===== config.mk =====
export PLATFORM = sky130hd
export DESIGN_NAME = wdt_top
export DESIGN_NICKNAME = d
export VERILOG_FILES = /design/src/rtl/wdt_pkg.sv /design/src/rtl/wdt_key_decode.sv /design/src/rtl/wdt_ctrl.sv /design/src/rtl/wdt_prescaler.sv /design/src/rtl/wdt_downcount.sv /design/src/rtl/wdt_top.sv
export SDC_FILE = /design/constraint.sdc
export NUM_CORES = 1
export LEC_CHECK = 0
export BUFFER_PORTS_ARGS = -buffer_cell sky130_fd_sc_hd__buf_4
export CORE_AREA = 2 2 62 87
export CTS_CLUSTER_DIAMETER = 200
export DETAILED_ROUTE_END_ITERATION = 8
export DIE_AREA = 0 0 64 89
export GPL_TIMING_DRIVEN = 0
export PLACE_DENSITY = 0.78
export REMOVE_ABC_BUFFERS = 1
export SLEW_MARGIN = 20
export SYNTH_ARGS = -nofsm -noshare
export SYNTH_HDL_FRONTEND = slang
export SYNTH_HIERARCHICAL = 1
export SYNTH_SLANG_ARGS = --single-unit

===== constraint.sdc =====
create_clock -name clk_i -period 3.1 [get_ports clk_i]
set_input_delay 0.62 -clock clk_i [delete_from_list [all_inputs] [get_ports clk_i]]
set_output_delay 0.62 -clock clk_i [all_outputs]
set_load 0.01 [all_outputs]

===== src/rtl/wdt_pkg.sv =====
package wdt_pkg;

    typedef enum logic [2:0] {
        CMD_NONE,
        CMD_START,
        CMD_REFRESH,
        CMD_UNLOCK,
        CMD_OTHER
    } wdt_cmd_e;

    localparam logic [15:0] DEF_KEY_START   = 16'hC3A5;
    localparam logic [15:0] DEF_KEY_REFRESH = 16'h7E81;
    localparam logic [15:0] DEF_KEY_UNLOCK  = 16'h5A0F;

endpackage


===== src/rtl/wdt_key_decode.sv =====
module wdt_key_decode #(
    parameter int          KEY_W       = 16,
    parameter logic [15:0] KEY_START   = wdt_pkg::DEF_KEY_START,
    parameter logic [15:0] KEY_REFRESH = wdt_pkg::DEF_KEY_REFRESH,
    parameter logic [15:0] KEY_UNLOCK  = wdt_pkg::DEF_KEY_UNLOCK
) (
    input  logic             key_we_i,
    input  logic [KEY_W-1:0] key_i,
    output wdt_pkg::wdt_cmd_e cmd_o
);
    always_comb begin
        cmd_o = wdt_pkg::CMD_NONE;
        if (key_we_i) begin
            if (key_i == KEY_W'(KEY_START))        cmd_o = wdt_pkg::CMD_START;
            else if (key_i == KEY_W'(KEY_REFRESH)) cmd_o = wdt_pkg::CMD_REFRESH;
            else if (key_i == KEY_W'(KEY_UNLOCK))  cmd_o = wdt_pkg::CMD_UNLOCK;
            else                                   cmd_o = wdt_pkg::CMD_OTHER;
        end
    end
endmodule


===== src/rtl/wdt_ctrl.sv =====
module wdt_ctrl #(
    parameter int CODE_W = 3,
    parameter int RLD_W  = 12
) (
    input  logic              clk_i,
    input  logic              rst_ni,
    input  wdt_pkg::wdt_cmd_e cmd_i,
    input  logic              cfg_we_i,
    input  logic [CODE_W-1:0] cfg_div_i,
    input  logic [RLD_W-1:0]  cfg_reload_i,
    output logic              running_o,
    output logic              unlocked_o,
    output logic [CODE_W-1:0] code_o,
    output logic [RLD_W-1:0]  reload_o,
    output logic              load_o
);
    typedef struct packed {
        logic              running;
        logic              unlocked;
        logic [CODE_W-1:0] code;
        logic [RLD_W-1:0]  reload;
    } ctrl_t;

    ctrl_t st_d, st_q;

    always_comb begin
        st_d = st_q;
        if (cmd_i == wdt_pkg::CMD_START)
            st_d.running = 1'b1;
        if (cmd_i == wdt_pkg::CMD_UNLOCK)
            st_d.unlocked = 1'b1;
        else if (cmd_i != wdt_pkg::CMD_NONE)
            st_d.unlocked = 1'b0;
        if (cfg_we_i && st_q.unlocked) begin
            st_d.code   = cfg_div_i;
            st_d.reload = cfg_reload_i;
        end
    end

    always_ff @(posedge clk_i or negedge rst_ni) begin
        if (!rst_ni) begin
            st_q.running  <= 1'b0;
            st_q.unlocked <= 1'b0;
            st_q.code     <= '0;
            st_q.reload   <= '1;
        end else begin
            st_q <= st_d;
        end
    end

    assign running_o  = st_q.running;
    assign unlocked_o = st_q.unlocked;
    assign code_o     = st_q.code;
    assign reload_o   = st_q.reload;
    assign load_o     = ((cmd_i == wdt_pkg::CMD_START) && !st_q.running)
                      || (cmd_i == wdt_pkg::CMD_REFRESH);
endmodule


===== src/rtl/wdt_prescaler.sv =====
module wdt_prescaler #(
    parameter int CODE_W   = 3,
    parameter int MIN_LOG2 = 2,
    parameter int STEPS    = 7
) (
    input  logic              clk_i,
    input  logic              rst_ni,
    input  logic              run_i,
    input  logic              restart_i,
    input  logic [CODE_W-1:0] code_i,
    output logic              tick_o
);
    localparam int PCNT_W = MIN_LOG2 + STEPS - 1;
    localparam int TOP    = STEPS - 1;

    logic [PCNT_W-1:0] pcnt_d, pcnt_q;
    logic [PCNT_W:0]   term_w;
    logic [PCNT_W-1:0] term;
    int                shift;

    always_comb begin
        shift  = MIN_LOG2 + ((int'(code_i) > TOP) ? TOP : int'(code_i));
        term_w = ((PCNT_W+1)'(1) << shift) - (PCNT_W+1)'(1);
        term   = term_w[PCNT_W-1:0];
        tick_o = run_i && !restart_i && (pcnt_q >= term);
        if (restart_i || tick_o) pcnt_d = '0;
        else if (run_i)          pcnt_d = pcnt_q + PCNT_W'(1);
        else                     pcnt_d = pcnt_q;
    end

    always_ff @(posedge clk_i or negedge rst_ni) begin
        if (!rst_ni) pcnt_q <= '0;
        else         pcnt_q <= pcnt_d;
    end
endmodule


===== src/rtl/wdt_downcount.sv =====
module wdt_downcount #(
    parameter int RLD_W = 12
) (
    input  logic             clk_i,
    input  logic             rst_ni,
    input  logic             load_i,
    input  logic             tick_i,
    input  logic [RLD_W-1:0] reload_i,
    output logic             expire_o
);
    typedef struct packed {
        logic [RLD_W-1:0] cnt;
        logic             bark;
    } dc_t;

    dc_t dc_d, dc_q;

    always_comb begin
        dc_d      = dc_q;
        dc_d.bark = 1'b0;
        if (load_i) begin
            dc_d.cnt = reload_i;
        end else if (tick_i) begin
            if (dc_q.cnt == '0) begin
                dc_d.cnt  = reload_i;
                dc_d.bark = 1'b1;
            end else begin
                dc_d.cnt = dc_q.cnt - RLD_W'(1);
            end
        end
    end

    always_ff @(posedge clk_i or negedge rst_ni) begin
        if (!rst_ni) begin
            dc_q.cnt  <= '1;
            dc_q.bark <= 1'b0;
        end else begin
            dc_q <= dc_d;
        end
    end

    assign expire_o = dc_q.bark;
endmodule


===== src/rtl/wdt_top.sv =====
module wdt_top #(
    parameter int          KEY_W       = 16,
    parameter int          RLD_W       = 12,
    parameter int          CODE_W      = 3,
    parameter int          MIN_LOG2    = 2,
    parameter int          STEPS       = 7,
    parameter logic [15:0] KEY_START   = wdt_pkg::DEF_KEY_START,
    parameter logic [15:0] KEY_REFRESH = wdt_pkg::DEF_KEY_REFRESH,
    parameter logic [15:0] KEY_UNLOCK  = wdt_pkg::DEF_KEY_UNLOCK
) (
    input  logic              clk_i,
    input  logic              rst_ni,
    input  logic              key_we_i,
    input  logic [KEY_W-1:0]  key_i,
    input  logic              cfg_we_i,
    input  logic [CODE_W-1:0] cfg_div_i,
    input  logic [RLD_W-1:0]  cfg_reload_i,
    output logic              wdt_rst_o
);
    wdt_pkg::wdt_cmd_e cmd;
    logic              running_q;
    logic              unlocked_q;
    logic [CODE_W-1:0] code_q;
    logic [RLD_W-1:0]  reload_q;
    logic              load;
    logic              tick;

    wdt_key_decode #(
        .KEY_W(KEY_W), .KEY_START(KEY_START),
        .KEY_REFRESH(KEY_REFRESH), .KEY_UNLOCK(KEY_UNLOCK)
    ) u_dec (
        .key_we_i(key_we_i), .key_i(key_i), .cmd_o(cmd)
    );

    wdt_ctrl #(.CODE_W(CODE_W), .RLD_W(RLD_W)) u_ctrl (
        .clk_i(clk_i), .rst_ni(rst_ni), .cmd_i(cmd),
        .cfg_we_i(cfg_we_i), .cfg_div_i(cfg_div_i), .cfg_reload_i(cfg_reload_i),
        .running_o(running_q), .unlocked_o(unlocked_q),
        .code_o(code_q), .reload_o(reload_q), .load_o(load)
    );

    wdt_prescaler #(.CODE_W(CODE_W), .MIN_LOG2(MIN_LOG2), .STEPS(STEPS)) u_pre (
        .clk_i(clk_i), .rst_ni(rst_ni), .run_i(running_q),
        .restart_i(load), .code_i(code_q), .tick_o(tick)
    );

    wdt_downcount #(.RLD_W(RLD_W)) u_cnt (
        .clk_i(clk_i), .rst_ni(rst_ni), .load_i(load), .tick_i(tick),
        .reload_i(reload_q), .expire_o(wdt_rst_o)
    );
endmodule


# Yosys cells after proc, flatten, opt, wreduce, memory -nomap -nowiden
# Cells that the tools add are included.
# totals
input_bits	35
register_bits	38
output_inout_bits	1
wordCells	47
# classes
reduce_logical	13
n_mux	14
order_cmp	2
shift	1
add_sub_neg	4
eq_ne	6
# ops
op	n
3-bit by 32-bit adder with 32-bit output, first input constant	1
16-bit by 15-bit equality test with 1-bit output, second input constant	2
1-bit by 32-bit left shift with 8-bit output, first input constant	1
12-bit 2-to-1 mux	2
16-bit equality test, second input constant	1
8-bit 2-to-1 mux	2
3-bit 2-to-1 mux	5
13-bit 2-to-1 mux	1
12-bit logical NOT	1
12-bit by 1-bit subtractor with 12-bit output, second input constant	1
8-bit by 1-bit adder with 8-bit output, second input constant	1
8-bit greater-or-equal comparator	1
8-bit by 2-bit subtractor with 8-bit output, second input constant	1
3-bit by 2-bit equality test with 1-bit output, second input constant	2
2-bit nonzero test	3
1-bit logical AND	4
1-bit 2-to-1 mux	4
3-bit by 1-bit equality test with 1-bit output, second input constant	1
3-bit > comparator, second input constant	1
3-bit nonzero test	1
1-bit logical NOT	2
1-bit logical OR	2

# Depth between registers and ports, before layout
# logic_depth
word_depth	13
ltp_mapped	15
depth_no_buf	15

# Hierarchy
# The synthesis kept the hierarchy.
# modules_own_cells
module	cells_per_inst	area_each_um2	seq_area_each_um2	n_inst
wdt_downcount	104	902.1	340.3	1
wdt_ctrl	42	715.7	440.4	1
wdt_prescaler	72	713.2	200.2	1
wdt_key_decode	19	155.1	0.0	1

# Least setup slack after synthesis
# OpenSTA, ideal clock, no wires.
# synth_timing
path_type	input to register
startpoint	input port key_i[10]
endpoint	register u_cnt/dc_q[9] (netlist bit)
path_buffers	2
setup_ns	0.077
required_ns	3.023
arrival_time_ns	3.468
path_slack_ns	-0.445
cell_stages	11
cell_sequence	or3b_4 > or4_4 > a2111oi_2 > nand2b_1 > a21oi_1 > buf_2 > and2b_1 > clkbuf_1 > a21oi_1 > nor2_1 > a31oi_1
# synth_between
elab_chain_cells	12
elab_cells_between_ends	16
classes_between	5 x eq/ne; 5 x mux; 6 x reduce/logical
# synth_rtl
item	line	rtl
start: declaration	wdt_top.sv:14	input logic [KEY_W-1:0] key_i,
16-bit by 15-bit equality test with 1-bit output	wdt_key_decode.sv:16	else if (key_i == KEY_W'(KEY_UNLOCK)) cmd_o = wdt_pkg::CMD_UNLOCK;
3-bit 2-to-1 mux	wdt_key_decode.sv:16	
3-bit 2-to-1 mux	wdt_key_decode.sv:15	else if (key_i == KEY_W'(KEY_REFRESH)) cmd_o = wdt_pkg::CMD_REFRESH;
3-bit 2-to-1 mux (*)	wdt_key_decode.sv:14	if (key_i == KEY_W'(KEY_START)) cmd_o = wdt_pkg::CMD_START;
3-bit 2-to-1 mux (*)	wdt_key_decode.sv:13	if (key_we_i) begin
net cmd[1]	wdt_top.sv:20	wdt_pkg::wdt_cmd_e cmd;
3-bit by 1-bit equality test with 1-bit output	wdt_ctrl.sv:55	assign load_o = ((cmd_i == wdt_pkg::CMD_START) && !st_q.running)
1-bit logical AND	wdt_ctrl.sv:55	
1-bit logical OR (*)	wdt_ctrl.sv:56	|| (cmd_i == wdt_pkg::CMD_REFRESH);
net load	wdt_top.sv:25	logic load;
1-bit logical NOT (*)	wdt_prescaler.sv:25	tick_o = run_i && !restart_i && (pcnt_q >= term);
1-bit logical AND (*) (2 in series)	wdt_prescaler.sv:25	
net tick	wdt_top.sv:26	logic tick;
2-bit nonzero test (no source line) (*)	--	
end: declaration	wdt_downcount.sv:16	dc_t dc_d, dc_q;
# Mark *: on every way through the listed nets, which the timed path passes. The rest lies on a longest branch.
# A chain may end at the register's enable or synchronous reset.

# Worst setup path in the final report
# layout_timing
startpoint	input port key_i[1]
endpoint	register u_cnt/dc_q[12] (netlist bit)
# The elaborated chain is that of the path after synthesis.

==> impl_metrics.env <==
export IMPL_run_status="finished with violations"
export IMPL_failed_checks="negative setup slack"
export IMPL_route_final_wire_length_um=5944
export IMPL_synthesis_instances=237
export IMPL_cts_inserted_buffers=5
export IMPL_timing_slew_headroom=0.6270
export IMPL_row_count=30
export IMPL_most_common_layout_cells="buf_4 (45), dfstp_2 (24), nor2_1 (19)"
export IMPL_detailed_place_area_mm2=0.002808
export IMPL_final_critical_path_setup_slack_ns=-0.05812
export IMPL_place_gp_congestion=0.7965
export IMPL_preCtsSetupSlack_ns=-1.113
export IMPL_fillerInstances=359
export IMPL_finalSetupViolations=1
export IMPL_cp_max_fo=6
export IMPL_cts_clk_slew_worst_paths_ns=0.08
export IMPL_setup_worst_path_end_class="flip-flop"
export IMPL_route_detailed_drc=0
export IMPL_final_common_cell="buf_4"
export IMPL_clkSinkCount=38
export IMPL_pin_count_of_the_biggest_net_entering_global_routing=39
export IMPL_global_route_usage_total=0.2081
export IMPL_finalMaxSlewViolations=0
export IMPL_wl_per_cell_um=16.84
export IMPL_worst_endpoint_arrival_ns=3.39
export IMPL_reg2reg_from="u_ctrl/code_o[2]$_DFFE_PN0P_"
export IMPL_cpMaxStageDelayCell="or4b_4"
export IMPL_finalHoldWorstSlack_ns=0.2859
export IMPL_drt_vias_per_instance=6.014
export IMPL_crit_path_start_kind="input pin"
export IMPL_synth_enable_flop_cells=0
export IMPL_totalNegativeSetupSlack_ns=-0.05812
export IMPL_asyncSetResetFlopFracSynth=1.000
export IMPL_timing_worst_slew_pin_value_ns=0.5574
export IMPL_layout_area_overhead_vs_synth_pct=26.93
export IMPL_worstSkewPairLatency_ns=0.29
export IMPL_drive_above_1_share=0.4637
export IMPL_ff_to_ff_end="u_cnt/dc_q[12]$_DFFE_PN1P_"
export IMPL_rsz0062_at_grt="true"
export IMPL_finalNonFillerCells=353
export IMPL_cts_htree_levels=2
export IMPL_antenna_left=0
export IMPL_timing_critical_path_cells="buf_8, nor4bb_4, or4b_4, a2111oi_4, or3b_4, a21oi_4, and2b_4, nand3_4, buf_4, nor4_1, o32a_1"
export IMPL_timing_reg2reg_worst_path_depth=14
export IMPL_core_area_mm2=0.004842
export IMPL_via_count=2123
export IMPL_clock_skew_final_ns=0.01054
export IMPL_crit_required_ns=3.33
export IMPL_postCtsHoldBufs=0
export IMPL_grt_pass1_wl_um=9411
export IMPL_timing_hold_worst_class="input pin to async pin"
export IMPL_synth_seq_cells=38
export IMPL_fp_dieArea_mm2=0.005696
export IMPL_leakage_nw=1.291
export IMPL_powerDensity_mw_per_mm2=289.4
export IMPL_timing_fmax_mhz=316.6
export IMPL_die_w_um=64
export IMPL_cts_tree="built"
export IMPL_area_of_combinational_cells_with_multiple_inputs_mm2=0.001572
export IMPL_placedCellCount=330
export IMPL_ir_worst_vdd_mv=0.1472
export IMPL_netlist_cell_type_count=67
export IMPL_maxCapViolCount=0
export IMPL_path_class="input pin to flip-flop"
export IMPL_design_final_nets=337
export IMPL_mean_instance_size_in_the_synthesized_netlist_um2=10.49
export IMPL_buffer_ports_inserted=35
export IMPL_ios=36
export IMPL_detail_route_first_pass_iterations=4
export IMPL_area_sequential_um2=980.9
export IMPL_initial_utilization=0.5134
export IMPL_synth_yosys_seq_area_share=0.3946
export IMPL_hold_violation_total_from_the_final_report=0
export IMPL_antenna_violations_before_repair=0
export IMPL_cts_root_to_sink_buffers=2
export IMPL_fin_area_mm2=0.003156
export IMPL_dp_hpwl_um=3742
export IMPL_drt_first_iter_violations=164
export IMPL_yosys_warnings=6
export IMPL_worst_r2r_setup_slack_ns=0.08
export IMPL_period_needed_ns=3.158
export IMPL_clockRootBuffer="clkbuf_8"
export IMPL_period_share=1.019
export IMPL_synthFlopType="dfstp_2"
export IMPL_die_height_um=89
export IMPL_grt_pass1_vias=2162
export IMPL_overflow=0
export IMPL_final_util=0.6517
export IMPL_total_power_uw=913.2
export IMPL_synth_cell_area_mm2=0.002486
export IMPL_timing_critical_path_slowest_cell_delay_ns=0.52
export IMPL_antennaDiodeCount=0
-- final cells by class --
cell class	count	area share
clock buffers	6	0.02300
clock inverters	2	0.003172
inverters	14	0.01705
multi-input cells	180	0.4980
flip-flops and latches	38	0.3109
well taps	64	0.02538
repair buffers	49	0.1225
-- how the worst max path moves through the flow --
stage | start | slack (ns) | end | depth (start not counted)
floorplan | key_i[10] | -1.26 | u_cnt/dc_q[1]$_DFFE_PN1P_ | 10
global placement | key_i[10] | -2.44 | u_cnt/dc_q[1]$_DFFE_PN1P_ | 11
detailed placement | key_i[1] | -1.11 | u_cnt/dc_q[1]$_DFFE_PN1P_ | 12
CTS | key_i[10] | -0.006 | u_cnt/dc_q[12]$_DFFE_PN1P_ | 10
global route | key_i[1] | -0.13 | u_cnt/dc_q[12]$_DFFE_PN1P_ | 11
finish | key_i[1] | -0.06 | u_cnt/dc_q[12]$_DFFE_PN1P_ | 11
-- state kept, by name, summed over array words and instances, names as in the netlist --
name               cells
u_ctrl/unlocked_o      1
u_ctrl/reload_o       12
u_pre/pcnt_q           8
u_cnt/dc_q            12
u_ctrl/code_o          3
u_ctrl/running_o       1
u_cnt/expire_o         1
-- worst max-delay path, delay by kind of cell --
family                 cells  cell delay, ns
AO/OA/AOI/OAI              3            0.76
AND/OR/NAND/NOR            6            1.75
buffers and inverters      2            0.25
-- timing repair --
item,4_1_cts,5_1_grt
pin swaps,2,7
gates resized for setup,10,21
gates cloned,1,0
buffers inserted,8,6
setup endpoints to repair,21,20
-- per-layer routing --
layer | GRT usage | routed length [um] | vias up | part of all wire
met1 | 0.2213 | 2315 | 1082 | 0.39
met2 | 0.4081 | 3366 | 37 | 0.57
met5 | 0 | 0 | - | 0
met4 | 0.07905 | 105 | 0 | 0.018
met3 | 0.03275 | 157 | 10 | 0.026
li1 | - | - | 994 | -
-- logic make-up after synthesis --
family | synth area share
xor gates and xnor gates | 0.02466
muxes | 0.08757
DFF | 0.3946
and+or+nand+nor | 0.2134
buffers and inverters | 0.03422
adders and majority gates | 0.07046
AOI/OAI and AO/OA | 0.1751
-- power breakdown --
group | internal (mW) | leakage, nW | switching, mW | total, mW
Clock | 0.156 | 0.0450 | 0.178 | 0.334
Sequential | 0.500 | 0.428 | 0.00291 | 0.503
Combinational | 0.0427 | 0.818 | 0.0343 | 0.0770
Total | 0.698 | 1.29 | 0.215 | 0.913
-- cells in the mapped netlist (6+ instances only) --
library cell / count / area [um^2]
a21oi_1: 11 / 55.05
dfrtp_1: 14 / 350.3
dfstp_2: 24 / 630.6
ha_1: 14 / 175.2
inv_1: 13 / 48.80
mux2_2: 6 / 67.56
mux2_4: 10 / 150.1
nand2_1: 16 / 60.06
nand3_1: 6 / 30.03
nor2_1: 19 / 71.32
nor3_1: 9 / 45.04
o22ai_1: 6 / 37.54
(Power assumes the default switching activity.)
